<file path="config.mk">
export PLATFORM = sky130hd
export DESIGN_NAME = ea_unit
export DESIGN_NICKNAME = d
export VERILOG_FILES = /design/src/rtl/ea_pkg.sv /design/src/rtl/ea_decode.sv /design/src/rtl/ea_adder.sv /design/src/rtl/ea_seq.sv /design/src/rtl/ea_unit.sv
export SDC_FILE = /design/constraint.sdc
export NUM_CORES = 1
export LEC_CHECK = 0
export ABC_AREA = 1
export BUFFER_PORTS_ARGS = -buffer_cell sky130_fd_sc_hd__buf_2
export CAP_MARGIN = 20
export CORE_UTILIZATION = 54
export DETAILED_ROUTE_END_ITERATION = 8
export GPL_TIMING_DRIVEN = 0
export PLACE_DENSITY = 0.88
export RECOVER_POWER = 50
export SLEW_MARGIN = 0
export SYNTH_ARGS = -nofsm -noshare
export SYNTH_HDL_FRONTEND = slang
export SYNTH_SLANG_ARGS = --single-unit
export TNS_END_PERCENT = 1
</file>
<file path="constraint.sdc">
create_clock -name clk -period 2 [get_ports clk]
set_input_delay 0.4 -clock clk [delete_from_list [all_inputs] [get_ports clk]]
set_output_delay 0.4 -clock clk [all_outputs]
set_load 0.01 [all_outputs]
</file>
<file path="src/rtl/ea_pkg.sv">
package ea_pkg;

  localparam int OPC_W = 4;

  localparam logic [OPC_W-1:0] OPC_LD   = 4'b0010;
  localparam logic [OPC_W-1:0] OPC_ST   = 4'b0011;
  localparam logic [OPC_W-1:0] OPC_CALL = 4'b0100;
  localparam logic [OPC_W-1:0] OPC_LDR  = 4'b0110;
  localparam logic [OPC_W-1:0] OPC_STR  = 4'b0111;
  localparam logic [OPC_W-1:0] OPC_LDI  = 4'b1010;
  localparam logic [OPC_W-1:0] OPC_STI  = 4'b1011;
  localparam logic [OPC_W-1:0] OPC_JMP  = 4'b1100;

  typedef enum logic [3:0] {
    K_NONE,
    K_LD,
    K_ST,
    K_LDI,
    K_STI,
    K_LDR,
    K_STR,
    K_JSR,
    K_JSRR,
    K_JMP
  } kind_t;

  typedef enum logic [1:0] {
    S_IDLE,
    S_PTR,
    S_WAIT
  } seq_state_t;

endpackage

</file>
<file path="src/rtl/ea_decode.sv">
module ea_decode
  import ea_pkg::*;
(
  input  logic [OPC_W-1:0] opcode,
  input  logic             call_pc_rel,
  output kind_t            kind
);

  always_comb begin
    kind = K_NONE;
    case (opcode)
      OPC_LD:   kind = K_LD;
      OPC_ST:   kind = K_ST;
      OPC_LDI:  kind = K_LDI;
      OPC_STI:  kind = K_STI;
      OPC_LDR:  kind = K_LDR;
      OPC_STR:  kind = K_STR;
      OPC_CALL: kind = call_pc_rel ? K_JSR : K_JSRR;
      OPC_JMP:  kind = K_JMP;
      default:  kind = K_NONE;
    endcase
  end

endmodule

</file>
<file path="src/rtl/ea_adder.sv">
module ea_adder #(
  parameter int DATA_W = 16,
  parameter int OFF_W  = 9
) (
  input  logic [DATA_W-1:0] base,
  input  logic [OFF_W-1:0]  off,
  output logic [DATA_W-1:0] sum
);

  logic [DATA_W-1:0] off_ext;

  generate
    if (OFF_W < DATA_W) begin : g_ext
      assign off_ext = {{(DATA_W-OFF_W){off[OFF_W-1]}}, off};
    end else begin : g_trunc
      assign off_ext = off[DATA_W-1:0];
    end
  endgenerate

  // Plain width-limited add: carry out is dropped, so the result wraps.
  assign sum = base + off_ext;

endmodule

</file>
<file path="src/rtl/ea_seq.sv">
module ea_seq
  import ea_pkg::*;
#(
  parameter int DATA_W   = 16,
  parameter int REG_W    = 3,
  parameter int LINK_REG = 7
) (
  input  logic              clk,
  input  logic              rst,
  input  logic              start,
  input  kind_t             kind,
  input  logic [REG_W-1:0]  reg_fld,
  input  logic [DATA_W-1:0] addr_pcrel,
  input  logic [DATA_W-1:0] addr_base,
  input  logic [DATA_W-1:0] addr_call,
  input  logic [DATA_W-1:0] base_val,
  input  logic [DATA_W-1:0] pc_inc,
  input  logic [DATA_W-1:0] mem_rdata,
  output logic [DATA_W-1:0] mem_addr,
  output logic              mem_rd,
  output logic              mem_wr,
  output logic [REG_W-1:0]  reg_idx,
  output logic              busy,
  output logic              jump_valid,
  output logic [DATA_W-1:0] jump_target,
  output logic              link_we,
  output logic [DATA_W-1:0] link_data
);

  localparam logic [REG_W-1:0] LINK_IDX = REG_W'(LINK_REG);

  seq_state_t state;
  logic       pend_st;

  always_ff @(posedge clk) begin
    if (rst) begin
      state       <= S_IDLE;
      mem_addr    <= '0;
      mem_rd      <= 1'b0;
      mem_wr      <= 1'b0;
      reg_idx     <= '0;
      busy        <= 1'b0;
      jump_valid  <= 1'b0;
      jump_target <= '0;
      link_we     <= 1'b0;
      link_data   <= '0;
      pend_st     <= 1'b0;
    end else begin
      mem_rd     <= 1'b0;
      mem_wr     <= 1'b0;
      jump_valid <= 1'b0;
      link_we    <= 1'b0;
      case (state)
        S_IDLE: begin
          if (start) begin
            reg_idx <= reg_fld;
            case (kind)
              K_LD: begin
                mem_addr <= addr_pcrel;
                mem_rd   <= 1'b1;
              end
              K_ST: begin
                mem_addr <= addr_pcrel;
                mem_wr   <= 1'b1;
              end
              K_LDR: begin
                mem_addr <= addr_base;
                mem_rd   <= 1'b1;
              end
              K_STR: begin
                mem_addr <= addr_base;
                mem_wr   <= 1'b1;
              end
              K_LDI, K_STI: begin
                mem_addr <= addr_pcrel;
                mem_rd   <= 1'b1;
                busy     <= 1'b1;
                pend_st  <= (kind == K_STI);
                state    <= S_PTR;
              end
              K_JSR: begin
                jump_valid  <= 1'b1;
                jump_target <= addr_call;
                link_we     <= 1'b1;
                link_data   <= pc_inc;
                reg_idx     <= LINK_IDX;
              end
              K_JSRR: begin
                // base_val is the register value before the link write lands.
                jump_valid  <= 1'b1;
                jump_target <= base_val;
                link_we     <= 1'b1;
                link_data   <= pc_inc;
                reg_idx     <= LINK_IDX;
              end
              K_JMP: begin
                jump_valid  <= 1'b1;
                jump_target <= base_val;
              end
              default: ;
            endcase
          end
        end
        S_PTR: begin
          // The memory samples the pointer read on this edge.
          state <= S_WAIT;
        end
        S_WAIT: begin
          mem_addr <= mem_rdata;
          mem_rd   <= ~pend_st;
          mem_wr   <= pend_st;
          busy     <= 1'b0;
          state    <= S_IDLE;
        end
        default: state <= S_IDLE;
      endcase
    end
  end

  assert_one_action_R11: assert property (@(posedge clk) disable iff (rst)
    $onehot0({mem_rd, mem_wr, jump_valid}));

  assert_ptr_then_wait_R4: assert property (@(posedge clk) disable iff (rst)
    (busy && mem_rd) |=> (busy && !mem_rd && !mem_wr));

  assert_wait_then_final_R4: assert property (@(posedge clk) disable iff (rst)
    (busy && !mem_rd) |=> (!busy && (mem_rd || mem_wr)));

  assert_no_write_busy_R8: assert property (@(posedge clk) disable iff (rst)
    busy |-> (!mem_wr && !jump_valid));

  assert_link_on_call_R5: assert property (@(posedge clk) disable iff (rst)
    link_we |-> (jump_valid && reg_idx == LINK_IDX && !busy));

endmodule

</file>
<file path="src/rtl/ea_unit.sv">
module ea_unit
  import ea_pkg::*;
#(
  parameter int DATA_W   = 16,
  parameter int REG_W    = 3,
  parameter int PCOFF_W  = 9,
  parameter int BOFF_W   = 6,
  parameter int COFF_W   = 11,
  parameter int LINK_REG = 7
) (
  input  logic              clk,
  input  logic              rst,
  input  logic              start,
  input  logic [DATA_W-1:0] instr,
  input  logic [DATA_W-1:0] pc_inc,
  input  logic [DATA_W-1:0] base_val,
  input  logic [DATA_W-1:0] mem_rdata,
  output logic [DATA_W-1:0] mem_addr,
  output logic              mem_rd,
  output logic              mem_wr,
  output logic [REG_W-1:0]  reg_idx,
  output logic              busy,
  output logic              jump_valid,
  output logic [DATA_W-1:0] jump_target,
  output logic              link_we,
  output logic [DATA_W-1:0] link_data
);

  localparam int OPC_LSB = DATA_W - OPC_W;
  localparam int REG_LSB = PCOFF_W;
  localparam int CALL_FLAG_BIT = COFF_W;

  kind_t             kind;
  logic [DATA_W-1:0] addr_pcrel;
  logic [DATA_W-1:0] addr_base;
  logic [DATA_W-1:0] addr_call;

  ea_decode u_dec (
    .opcode      (instr[DATA_W-1:OPC_LSB]),
    .call_pc_rel (instr[CALL_FLAG_BIT]),
    .kind        (kind)
  );

  ea_adder #(.DATA_W(DATA_W), .OFF_W(PCOFF_W)) u_add_pc (
    .base (pc_inc),
    .off  (instr[PCOFF_W-1:0]),
    .sum  (addr_pcrel)
  );

  ea_adder #(.DATA_W(DATA_W), .OFF_W(BOFF_W)) u_add_base (
    .base (base_val),
    .off  (instr[BOFF_W-1:0]),
    .sum  (addr_base)
  );

  ea_adder #(.DATA_W(DATA_W), .OFF_W(COFF_W)) u_add_call (
    .base (pc_inc),
    .off  (instr[COFF_W-1:0]),
    .sum  (addr_call)
  );

  ea_seq #(.DATA_W(DATA_W), .REG_W(REG_W), .LINK_REG(LINK_REG)) u_seq (
    .clk         (clk),
    .rst         (rst),
    .start       (start),
    .kind        (kind),
    .reg_fld     (instr[REG_LSB+REG_W-1:REG_LSB]),
    .addr_pcrel  (addr_pcrel),
    .addr_base   (addr_base),
    .addr_call   (addr_call),
    .base_val    (base_val),
    .pc_inc      (pc_inc),
    .mem_rdata   (mem_rdata),
    .mem_addr    (mem_addr),
    .mem_rd      (mem_rd),
    .mem_wr      (mem_wr),
    .reg_idx     (reg_idx),
    .busy        (busy),
    .jump_valid  (jump_valid),
    .jump_target (jump_target),
    .link_we     (link_we),
    .link_data   (link_data)
  );

endmodule

</file>
# [Yosys cells after proc, flatten, opt, wreduce, memory -nomap -nowiden]
# Index checks and enable logic that the tools add are counted.
[totals] regBits=59 wordCells=79
[classes] n_addsub=3 eq_ne=22 mux=21 bitwise_logic=3 n_reduce_logical=19
[op_table] op="$pmux 16 s2" n=3
[op_table] op="$add 16x16->16" n=3
[op_table] op="$pmux 4 s8" n=1
[op_table] op="$eq 4x3->1 const B" n=7
[op_table] op="$eq 4x4->1 const B" n=5
[op_table] op="$eq 4x2->1 const B" n=4
[op_table] op="$mux 16" n=1
[op_table] op="$reduce_and 3->1" n=5
[op_table] op="$reduce_or 2->1" n=5
[op_table] op="$mux 1" n=8
[op_table] op="$reduce_or 4->1" n=2
[op_table] op="$pmux 1 s2" n=3
[op_table] op="$reduce_or 3->1" n=2
[op_table] op="$eq 4x1->1 const B" n=1
[op_table] op="$mux 2" n=2
[op_table] op="$mux 4" n=1
[op_table] op="$ne 2x2->1 const B" n=2
[op_table] op="$pmux 2 s2" n=1
[op_table] op="$reduce_and 2->1" n=2
[op_table] op="$reduce_bool 2->1" n=2
[op_table] op="$mux 3" n=1
[op_table] op="$ne 3x3->1 const B" n=1
[op_table] op="$not 1->1" n=3
[op_table] op="$eq 2x1->1 const B" n=1
[op_table] op="other kinds (2)" n=2

# [Logic depth before layout (Yosys ltp)]
[logic_depth] word_depth=7 depth_mapped=14 ltp_nobuf=14

# [Hierarchy]
# From an unflattened synthesis, not the netlist that was laid out.
[unflattened] cells_unflattened=996 hier_area_um2=5766.8
[by_module_without_submodules] module="ea_seq" n_inst=1 cells_per_inst=448 area_per_inst_um2=2887.8
[by_module_without_submodules] module="ea_adder" n_inst=3 cells_per_inst=176 area_per_inst_um2=930.9
[by_module_without_submodules] module="ea_decode" n_inst=1 cells_per_inst=20 area_per_inst_um2=86.3

# [Least setup slack after synthesis]
# OpenSTA, ideal clock, no wires.
[synth_timing] kind="input-to-reg" start="input instr[0]" end="register u_seq.mem_addr[8]" arrival_ps=1733 required_time_ps=1891 setup_slack_ps=158 stages=11 path_buffers=0 path_cell_list="ha_1 > inv_1 > fa_1 > o21ai_0 > nand2_1 > nand3_1 > nand3_1 > nand3_1 > nand3_1 > nand2_1 > inv_1"
[synth_via] elab_chain_len=4 elab_cells_between_ends=5 cone_classes="2 x add/sub; 3 x mux"
[synth_lines] element="start, declared" line_no="ea_unit.sv:14" source="input logic [DATA_W-1:0] instr,"
[synth_lines] element="$add 16x16->16" line_no="ea_adder.sv:21" source="assign sum = base + off_ext;"
[synth_lines] element="$pmux 16 s2 (*)" line_no="ea_seq.sv:57" source="case (kind)"
[synth_lines] element="$mux 16 (*)" line_no="ea_seq.sv:55" source="if (start) begin"
[synth_lines] element="$pmux 16 s2 (*)" line_no="ea_seq.sv:53" source="case (state)"
[synth_lines] element="end signal, assigned" line_no="ea_seq.sv:59" source="mem_addr <= addr_pcrel;"
[synth_lines] element="end signal, assigned" line_no="ea_seq.sv:63" source="mem_addr <= addr_pcrel;"
[synth_lines] element="end signal, assigned" line_no="ea_seq.sv:67" source="mem_addr <= addr_base;"
[synth_lines] element="end, declared" line_no="ea_seq.sv:19" source="output logic [DATA_W-1:0] mem_addr,"
# Every way passes the cells marked *; elsewhere a longest branch is shown, timed or not. The select of a mux whose other input is x is not followed.
# A chain may end at the register's enable or synchronous reset.

# [Worst setup path in the final report]
[layout_timing] start="input pc_inc[0]" end="register u_seq.jump_target[6]"
[layout_via] elab_chain_len=2
[layout_lines] element="start, declared" line_no="ea_unit.sv:15" source="input logic [DATA_W-1:0] pc_inc,"
[layout_lines] element="$add 16x16->16" line_no="ea_adder.sv:21"
[layout_lines] element="$pmux 16 s2" line_no="ea_seq.sv:57"
[layout_lines] element="end signal, assigned" line_no="ea_seq.sv:83" source="jump_target <= addr_call;"
[layout_lines] element="end signal, assigned" line_no="ea_seq.sv:91" source="jump_target <= base_val;"
[layout_lines] element="end signal, assigned" line_no="ea_seq.sv:98" source="jump_target <= base_val;"
[layout_lines] element="end, declared" line_no="ea_seq.sv:25" source="output logic [DATA_W-1:0] jump_target,"
# Every way passes these cells.

==> impl_metrics.ini <==
[clock_network]
clk_pin_slew_ns = 0.07
clock_sinks = 59
hold_buffers = 0
cts_inserted_buffers = 9
cts_buffer_depth = 2
root_buffer = clkbuf_8
postCtsSetupRepairBufs = 0
cts_max_level = 3
clk_latency_ns = 0.35
cts_tree = yes

[route]
viasPerCell = 5.51
ant_nets = 0
wl_um = 14800
drt_first_iter_violations = 375
vias = 5749
wl_per_cell_um = 14.2
route.detailed.drc = 0
drt_pass1_iterations = 6

[power]
p_sw_w = 0.00129
seqPwrFrac = 0.353
clockPowerShare = 0.319
power_frac_comb = 0.328
power_density_nw_per_um2 = 618
peakVddDrop_mv = 0.484
p_int_w = 0.00225
sw_frac_of_total = 0.365
leakage_nw = 3.10

[floorplan]
io_pins = 123
die_y_um = 96.7
rows = 34
initial_core_util = 0.558
dieArea_um2 = 9340
core-area_um2 = 8680
die_x_um = 96.7

[setup_path]
slowest_stage = fa_1
worstPathArrival_ns = 2.16
rr_worst_depth = 6
worstPathRequired_ns = 2.23
r2r_end = u_seq.mem_addr[4]
crit_type = input pin to flip-flop
cp-start-kind = input pin
rr_startpoint = u_seq.state[0]
worst-path-max-fanout = 3
path_cells = buf_2 -> ha_1 -> inv_1 -> fa_1 -> inv_2 -> nand2_1 -> nand3b_1 -> xnor2_1 -> o21ai_0 -> o21ai_0 -> inv_1
crit_path_max_incr_delay_ns = 0.43
r2r_setup_slack_ns = 0.25
critPathCaptureType = flip-flop

[timing]
worstMarginPinSlew_ns = 0.540
slew_headroom = 0.640
skew_ns = 0.00678
hold_viol = 0
min_period_over_period = 0.964
setup_viol = 0
max_freq_mhz = 519
setup_ws_ns = 0.0718
drv_slew = 0
fin_crit_ns = 1.93
whs_ns = 0.343

[synth]
synth_compound_area_frac = 0.156
synth_xor_area_frac = 0.0235
synthTopCellsByArea = dfxtp_1 (24%), nand2_1 (17%), ha_1 (9.3%), inv_1 (8.9%), nand3_1 (8.8%)
synth_most_common_cell = nand2_1
synthesis.area_um2 = 4840
muxShareOfSynthArea = 0
synth_top_family_by_area = simple AND/OR/NAND/NOR gates
synthSimpleGateAreaFrac = 0.360
synth_top_cells_by_count = nand2_1 (220), inv_1 (115), nand3_1 (85)
synth_edf_count = 0
syn_nets = 903
synth_flop_cell = dfxtp_1
ys_types = 37
async_flop_share = 0
syn_area_per_cell_um2 = 6.06
syn-instance-count = 798
yosys.area.top_type_share = 0.244
synth_seq_area_share = 0.244
yosysWarnings = 0
ys_ff_latch = 59
yosysTopAreaCell = dfxtp_1
synthAdderAreaFrac = 0.101

[worst_hold_path]
hold_end = u_seq.mem_addr[1]
min_path_cells = 3
holdCritStartpoint = mem_rdata[1]
hold_class = input pin to flip-flop

[grt]
antenna_found_initial = 0
grt_max_degree = 13
grt_pass1_vias = 5165
grt-ovfl-total = 0
grt_pass1_wl_um = 24200
track_usage = 0.318

[run]
maxCapViolCount = 0

[status]
status = finished, final reports clean

[place]
io_buffers = 122
place_inst = 1028
place_hpwl_um = 11800
place_ws_ns = -0.234
gp_congestion = 0.990

[final_layout]
fin_cells = 1044
nets = 1036
area_delta_synth_final_pct = 18.7
final_util = 0.662
diodes = 0
drive_above_1_share = 0.122
[power groups by stage]
stage                     sequential [W]  combinational (W)  clock, W
after global placement           0.00128            0.00111         0
after detailed placement         0.00128            0.00113         0
after CTS                        0.00125            0.00114   0.00113
after global routing             0.00126            0.00131   0.00119
after floorplan                  0.00130           0.000751         0
final                            0.00125            0.00116   0.00113
[flip-flops by register name, indices dropped and copies added, names as in the netlist]
| register | flops |
|---|---|
| u_seq.jump_valid | 1 |
| u_seq.state | 2 |
| u_seq.reg_idx | 3 |
| u_seq.pend_st | 1 |
| u_seq.mem_rd | 1 |
| u_seq.busy | 1 |
| u_seq.link_we | 1 |
| u_seq.jump_target | 16 |
| u_seq.link_data | 16 |
| u_seq.mem_addr | 16 |
| u_seq.mem_wr | 1 |
[through the flow]
| step | power, W | cell area (um2) | setup TNS [ns] |
|---|---|---|---|
| finish | 0.00355 | 5740 | 0 |
| global route | 0.00375 | 5740 | -0.0299 |
| floorplan | 0.00205 | 4840 | 0 |
| detailed placement | 0.00240 | 5580 | -2.72 |
| global placement | 0.00239 | 5580 | -2.37 |
| CTS | 0.00352 | 5790 | 0 |
[metal layers]
layer	GRT usage	vias to the layer above	wire, um
met5	0	-	0
met2	0.531	276	6800
met3	0.0556	55	1090
li1	-	2852	-
met1	0.401	2566	6290
met4	0.134	0	660
[cell type report]
class	count	area [um2]
Timing Repair Buffer	122	542
Clock inverter	6	63.8
Clock buffer	10	138
Sequential cell	59	1180
Buffer	18	96.3
Multi-Input combinational cell	598	3120
Tap cell	108	135
Fill cell	826	2940
Inverter	123	462
[how the worst max path moves through the flow]
stage / to / startpoint / slack, ns / cells after the start
global placement: u_seq.mem_addr[9] / instr[5] / -0.21 / 12
global route: u_seq.mem_addr[6] / pc_inc[0] / -0.02 / 13
CTS: u_seq.mem_addr[8] / instr[0] / 0.10 / 12
detailed placement: u_seq.mem_addr[8] / instr[0] / -0.23 / 12
finish: u_seq.jump_target[6] / pc_inc[0] / 0.07 / 11
floorplan: u_seq.mem_addr[8] / instr[0] / 0.16 / 11
[repair_timing]
item / 4_1_cts / 5_1_grt
gates resized for setup: 0 / 6
setup endpoints to repair: 0 / 8
hold endpoints to repair: 0 / 0
[worst max-delay path: cells and delay by family]
kind	cells	cell delay (ns)
buffers and inverters	4	0.33
AOI/OAI and AO/OA	2	0.35
xor gates and xnor gates	1	0.19
and+or+nand+nor	2	0.27
adders and majority gates	2	0.62
[cells in the final DEF, fill, tap and decap left out, types with 2 or more instances in the layout]
cell type and instances:
xnor2_1 7, o21bai_1 6, o211ai_1 8, nor2_1 73, nand3b_1 4, or2_2 2, clkinv_1 2, nand2_1 220
a31oi_1 3, buf_6 2, xor2_1 5, nand4_1 8, o21ai_0 47, inv_1 114, clkbuf_8 10, and2_1 3
nand3_1 84, dfxtp_1 59, clkinvlp_4 2, o21ai_1 2, buf_4 2, buf_2 69, nor3_1 6, nand2_2 3
clkinv_2 2, clkbuf_1 66, inv_2 7, fa_1 2, a21oi_1 65, ha_1 35, nor2_2 3
[logic make-up after synthesis]
kind of cell    count (synthesis)
xor+xnor                       13
compound gates                136
fa+ha+maj                      38
simple gates                  411
flops                          59
buf+inv                       141
No activity file was read; power rests on OpenSTA's default activity.
